--- src/rtl/tagtab_pkg.sv ---
package tagtab_pkg;

    typedef enum logic [1:0] {
        KIND_READ      = 2'b00,
        KIND_WR_POSTED = 2'b01,
        KIND_WR_NP     = 2'b10,
        KIND_ATOMIC    = 2'b11
    } req_kind_t;

    typedef enum logic {
        ST_OPEN = 1'b0,
        ST_FULL = 1'b1
    } fill_state_t;

    // Every kind except a posted write receives an answer.
    function automatic logic needs_reply(req_kind_t k);
        return k != KIND_WR_POSTED;
    endfunction

endpackage

--- src/rtl/tagtab_alloc.sv ---
module tagtab_alloc #(
    parameter int TAG_W = 5,
    localparam int DEPTH = 1 << TAG_W
) (
    input  logic [DEPTH-1:0] busy,
    input  logic [TAG_W-1:0] want,
    output logic [TAG_W-1:0] grant,
    output logic             any_free,
    output logic             last_free
);

    logic [TAG_W-1:0] lowest;

    always_comb begin
        lowest = '0;
        // Scan downwards so the smallest free index is the final assignment.
        for (int i = DEPTH - 1; i >= 0; i--) begin
            if (!busy[i]) lowest = TAG_W'(i);
        end
        grant     = busy[want] ? lowest : want;
        any_free  = ~&busy;
        last_free = ($countones(~busy) == 1);
    end

endmodule

--- src/rtl/tagtab_store.sv ---
module tagtab_store #(
    parameter int TAG_W = 5,
    parameter int MAC_W = 48,
    localparam int DEPTH = 1 << TAG_W
) (
    input  logic             clk,
    input  logic             rst_n,
    input  logic             wr_en,
    input  logic [TAG_W-1:0] wr_idx,
    input  logic [MAC_W-1:0] wr_mac,
    input  logic [TAG_W-1:0] wr_orig,
    input  logic             clr_en,
    input  logic [TAG_W-1:0] clr_idx,
    input  logic [TAG_W-1:0] rd_idx,
    output logic             rd_hit,
    output logic [MAC_W-1:0] rd_mac,
    output logic [TAG_W-1:0] rd_orig,
    output logic [DEPTH-1:0] busy
);

    logic [MAC_W-1:0] mac_q  [DEPTH];
    logic [TAG_W-1:0] orig_q [DEPTH];

    for (genvar e = 0; e < DEPTH; e++) begin : g_entry
        logic hit_wr;
        logic hit_clr;
        assign hit_wr  = wr_en  && (wr_idx  == TAG_W'(e));
        assign hit_clr = clr_en && (clr_idx == TAG_W'(e));

        always_ff @(posedge clk) begin
            if (!rst_n) begin
                busy[e] <= 1'b0;
            end else if (hit_wr) begin
                busy[e] <= 1'b1;
            end else if (hit_clr) begin
                busy[e] <= 1'b0;
            end
        end

        always_ff @(posedge clk) begin
            if (hit_wr) begin
                mac_q[e]  <= wr_mac;
                orig_q[e] <= wr_orig;
            end
        end
    end

    assign rd_hit  = busy[rd_idx];
    assign rd_mac  = mac_q[rd_idx];
    assign rd_orig = orig_q[rd_idx];

endmodule

--- src/rtl/tag_remap_table.sv ---
module tag_remap_table
    import tagtab_pkg::*;
#(
    parameter int TAG_W = 5,
    parameter int MAC_W = 48
) (
    input  logic             clk,
    input  logic             rst_n,
    input  logic             req_valid,
    output logic             req_ready,
    input  logic [1:0]       req_kind,
    input  logic [TAG_W-1:0] req_tag,
    input  logic [MAC_W-1:0] req_mac,
    output logic             cap_valid,
    output logic [TAG_W-1:0] cap_tag,
    output logic             cap_stored,
    input  logic             rsp_valid,
    input  logic [TAG_W-1:0] rsp_tag,
    output logic             out_valid,
    output logic [TAG_W-1:0] out_tag,
    output logic [MAC_W-1:0] out_mac,
    output logic             out_err
);

    localparam int DEPTH = 1 << TAG_W;

    fill_state_t      state_q, state_d;
    logic [DEPTH-1:0] busy;
    logic [TAG_W-1:0] grant;
    logic             any_free, last_free;
    logic             rd_hit;
    logic [MAC_W-1:0] rd_mac;
    logic [TAG_W-1:0] rd_orig;
    logic             req_fire, np, wr_en, clr_en;

    assign req_ready = (state_q == ST_OPEN);
    assign req_fire  = req_valid && req_ready;
    assign np        = needs_reply(req_kind_t'(req_kind));
    assign wr_en     = req_fire && np && any_free;
    assign clr_en    = rsp_valid && rd_hit;

    tagtab_alloc #(.TAG_W(TAG_W)) u_alloc (
        .busy      (busy),
        .want      (req_tag),
        .grant     (grant),
        .any_free  (any_free),
        .last_free (last_free)
    );

    tagtab_store #(.TAG_W(TAG_W), .MAC_W(MAC_W)) u_store (
        .clk     (clk),
        .rst_n   (rst_n),
        .wr_en   (wr_en),
        .wr_idx  (grant),
        .wr_mac  (req_mac),
        .wr_orig (req_tag),
        .clr_en  (clr_en),
        .clr_idx (rsp_tag),
        .rd_idx  (rsp_tag),
        .rd_hit  (rd_hit),
        .rd_mac  (rd_mac),
        .rd_orig (rd_orig),
        .busy    (busy)
    );

    // Next-state logic: T_FILL and T_DRAIN.
    always_comb begin
        state_d = state_q;
        unique case (state_q)
            ST_OPEN: if (wr_en && last_free && !clr_en) state_d = ST_FULL;
            ST_FULL: if (clr_en)                        state_d = ST_OPEN;
        endcase
    end

    always_ff @(posedge clk) begin
        if (!rst_n) state_q <= ST_OPEN;
        else        state_q <= state_d;
    end

    // Registered outputs of both ports.
    always_ff @(posedge clk) begin
        if (!rst_n) begin
            cap_valid  <= 1'b0;
            cap_tag    <= '0;
            cap_stored <= 1'b0;
            out_valid  <= 1'b0;
            out_tag    <= '0;
            out_mac    <= '0;
            out_err    <= 1'b0;
        end else begin
            cap_valid  <= req_fire;
            cap_tag    <= np ? grant : req_tag;
            cap_stored <= wr_en;
            out_valid  <= clr_en;
            out_tag    <= rd_orig;
            out_mac    <= rd_mac;
            out_err    <= rsp_valid && !rd_hit;
        end
    end


    full_blocks_chk: assert property (@(posedge clk) disable iff (!rst_n)
        (&busy) |-> !req_ready);


    alloc_free_chk: assert property (@(posedge clk) disable iff (!rst_n)
        wr_en |-> !busy[grant]);


    keep_tag_chk: assert property (@(posedge clk) disable iff (!rst_n)
        (req_fire && np && !busy[req_tag]) |=> (cap_tag == $past(req_tag)));


    posted_noop_chk: assert property (@(posedge clk) disable iff (!rst_n)
        (req_fire && !np && !rsp_valid) |=> $stable(busy));


    release_chk: assert property (@(posedge clk) disable iff (!rst_n)
        clr_en |=> !busy[$past(rsp_tag)]);


    miss_flag_chk: assert property (@(posedge clk) disable iff (!rst_n)
        (rsp_valid && !busy[rsp_tag]) |=> (out_err && !out_valid));

endmodule

--- config.mk ---
export PLATFORM = sky130hd
export DESIGN_NAME = tag_remap_table
export DESIGN_NICKNAME = d
export VERILOG_FILES = /design/src/rtl/tagtab_pkg.sv /design/src/rtl/tagtab_alloc.sv /design/src/rtl/tagtab_store.sv /design/src/rtl/tag_remap_table.sv
export SDC_FILE = /design/constraint.sdc
export NUM_CORES = 2
export LEC_CHECK = 0
export BUFFER_PORTS_ARGS = -buffer_cell sky130_fd_sc_hd__buf_4
export CORE_MARGIN = 2
export CORE_UTILIZATION = 50
export DETAILED_ROUTE_END_ITERATION = 6
export GPL_ROUTABILITY_DRIVEN = 1
export PLACE_DENSITY_LB_ADDON = 0.25
export SLEW_MARGIN = 10
export SYNTH_ARGS = -nofsm -noshare
export SYNTH_HDL_FRONTEND = slang
export SYNTH_HIERARCHICAL = 1
export SYNTH_SLANG_ARGS = --single-unit
export TNS_END_PERCENT = 20
--- constraint.sdc ---
create_clock -name clk -period 9.5 [get_ports clk]
set_input_delay 0.95 -clock clk [delete_from_list [all_inputs] [get_ports clk]]
set_output_delay 0.95 -clock clk [all_outputs]
set_load 0.02 [all_outputs]
==> metrics.txt <==
outcome finished clean; antenna violations before repair 1; Setup TNS 0 ns; synthesis-to-layout area growth 11.7%; Root Driver clkbuf_16; post-route design area 0.0791 sq mm; Setup WS post-layout 3.92 ns; synth unique cells 54; remaining antenna violation count 0; Post-Route M1 WL 72500 microns; Hold Vio Cnt, Final 0; Cells after Synth 4132; Final nets 4376; Lkg Pwr 0.0277 uW; sequential cell area fraction in the yosys report 74.6%; syn_area_per_cell 17.1 sq um; Worst VDD drop 219 uV; fraction of layout cells with a size suffix above 1 11.3%; first-pass GRT wire length 252000 microns; Synth Cell Area 0.0708 sq mm; logic gate share of total power 5.4%; initial cell density of the core 50.2%; CP startpoint kind register; #FFs+latches synth 1791; Synth async-reset ratio 0%; Post-synth EDFFs 1696; Crit Path Category register to register; internal power 12800 uW; Total GRT Usage 23.8%; max-cap violations 0; CTS tree yes; clock share of power 41.1%; max_slew headroom 19.6%; fmax 179 MHz; max layer used met4; worst slew pin tran 1.20 ns; Clock Sinks 1791; number of global-route vias before repair 37100; dpl ws 3.38 ns; crit path max fanout 7; final global-route overflow total 0; CP Data Arrival Time 6.30 ns; DP HPWL 91000 microns; biggest area consumer among synthesized cells edfxtp_1; power per cell area 206 mW/mm^2; FP Rows 138; clk slew on worst S/H paths 0.06 ns; clock skew 0.0264 ns; Tmin final 5.58 ns; Post-CTS Setup Repair Bufs 0; routed wl met2 84600 microns; die area 0.145 sq mm; Synth Flop Type edfxtp_1; Die Width 380 microns; DRC Markers 0; clk_lat worst skew 0.81 ns; largest cells by area after synthesis edfxtp_1, mux2i_1, dfxtp_1; placed inst area 0.0735 sq mm; max-slew violations 0; CTS resizes 0; cts hold-fix bufs 0; Sw Share 21.6%; TritonCTS Buffers 180; Net Switching 3520 uW; DR vias 37700; DR iter-0 viols 3767; routed len/inst 27.5 microns; setup violators final 0; Post-Syn Nets 4228; Tcrit/Tclk final 58.8%; Yosys warnings 6; CTS max path bufs 3; RSZ-0062 raised after global routing false; vias per std cell 5.97; post-synth top area share 71.9%; Crit path required time 10.22 ns; Max H-tree Level 4; Die Y 380 microns; Worst Hold Class primary input to register; CP endpoint kind register; core area 0.141 sq mm; WL met3 11600 microns; Post-Route WL 173000 microns; Port Buffers 126; I/O pin cnt 127; final cell utilization of the core 56.1%; largest net degree at the start of global routing 121; hold_ws 0.414 ns; GP Congestion 0.816; sequential power share 53.5%; filler cell count 10800; DRT Pass-1 Iters 5
[stage by stage]
stage	total power [uW]	std cells
final	16300	6320
after global routing	16800	6318
after CTS	16400	6318
after detailed placement	9780	5988
after global placement	9770	5988
after floorplan	9420	4132
[flip-flops by register name, indices dropped and copies added, names as in the netlist, 5 cells and up]
name and cells:
u_store/busy 32, u_store/mac_q 1536, out_mac 48, cap_tag 5
out_tag 5, u_store/orig_q 160
[final timing paths]
path	start	endpoint	slack, ns	depth (start not counted)
setup / recovery	u_store/busy[17]$_SDFFE_PN0P_	state_q$_SDFF_PN0_	3.92	19
hold / removal	rsp_valid	out_valid$_SDFF_PN0_	0.41	2
setup reg to reg	u_store/busy[17]$_SDFFE_PN0P_	state_q$_SDFF_PN0_	3.92	19
hold reg to reg	state_q$_SDFF_PN0_	state_q$_SDFF_PN0_	0.58	2
[placed cells by master, fill, tap and decap left out, types with 24 or more instances in the layout]
cell / count
fa_1: 24
inv_1: 51
clkbuf_1: 48
a22o_1: 109
nor2_4: 25
and2_1: 56
a21oi_1: 170
nand2_1: 191
mux2i_1: 869
dfxtp_1: 95
nand3_1: 174
clkinv_2: 32
buf_4: 191
clkinv_1: 32
a22oi_1: 162
edfxtp_1: 1696
clkbuf_16: 185
o21a_1: 64
nor3_1: 58
a31oi_1: 55
[power groups by stage]
stage	Combinational [uW]	Clock (uW)	Sequential, uW
6_report	883	6700	8730
5_1_grt	944	7110	8730
4_1_cts	889	6810	8730
3_5_place_dp	887	0	8890
3_3_place_gp	878	0	8890
2_1_floorplan	492	0	8920
[Yosys cell counts, types with 3 or more instances]
master and n:
edfxtp_1 1696, mux2i_1 869, nand2_1 192, nand3_1 174, a21oi_1 170, a22oi_1 162, a22o_1 109, dfxtp_1 95
clkbuf_1 79, nor3_1 66, o21a_1 64, and2_1 57, a31oi_1 55, inv_1 51, buf_2 43, buf_4 40
buf_6 38, nor2_1 30, fa_1 24, buf_8 13, buf_1 12, nand2b_1 12, nand4_1 9, ha_1 8
mux4_1 8, clkbuf_2 6, nor2b_1 6, a21boi_2 4, a311oi_1 4, o21ai_0 4, a2111oi_0 3
[worst max-delay path: stages (launching register included)]
cell and delay, ns:
dfxtp_1 0.44, inv_1 0.11, fa_1 0.55, inv_1 0.06, fa_1 0.50, inv_1 0.05, fa_1 0.47, inv_1 0.05
fa_1 0.46, fa_1 0.52, inv_1 0.05, fa_1 0.51, ha_1 0.16, inv_1 0.05, fa_1 0.38, a2111oi_0 0.46
a21oi_1 0.08, nor4_1 0.27, a41oi_1 0.18, nor3b_2 0.17
[cell families after synthesis]
kind of cell               count (synthesis)  synth area share, %
DFF                                     1791                 74.6
muxes                                    878                 12.6
AOI/OAI and AO/OA                        586                 5.75
and+or+nand+nor                          561                 3.79
buffers and inverters                    284                 2.42
adders and majority gates                 32                0.820
[routing by layer]
layer / global-route usage, % / vias to the layer above
met5: 0 / -
met4: 7.39 / 0
met3: 4.31 / 272
met2: 39.1 / 1386
met1: 32.3 / 19500
li1: - / 16500
[cell type report]
type	instances	area, sq um	share of cell area, %
clock inverters	80	549	0.694
inverters	51	191	0.242
diodes	2	5.00	0.00633
repair buffers	199	1590	2.01
multi-input cells	2057	16500	20.9
clock buffers	250	5040	6.38
well taps	1890	2360	2.99
flip-flops and latches	1791	52800	66.8
Power figures use the tool's default switching activity.
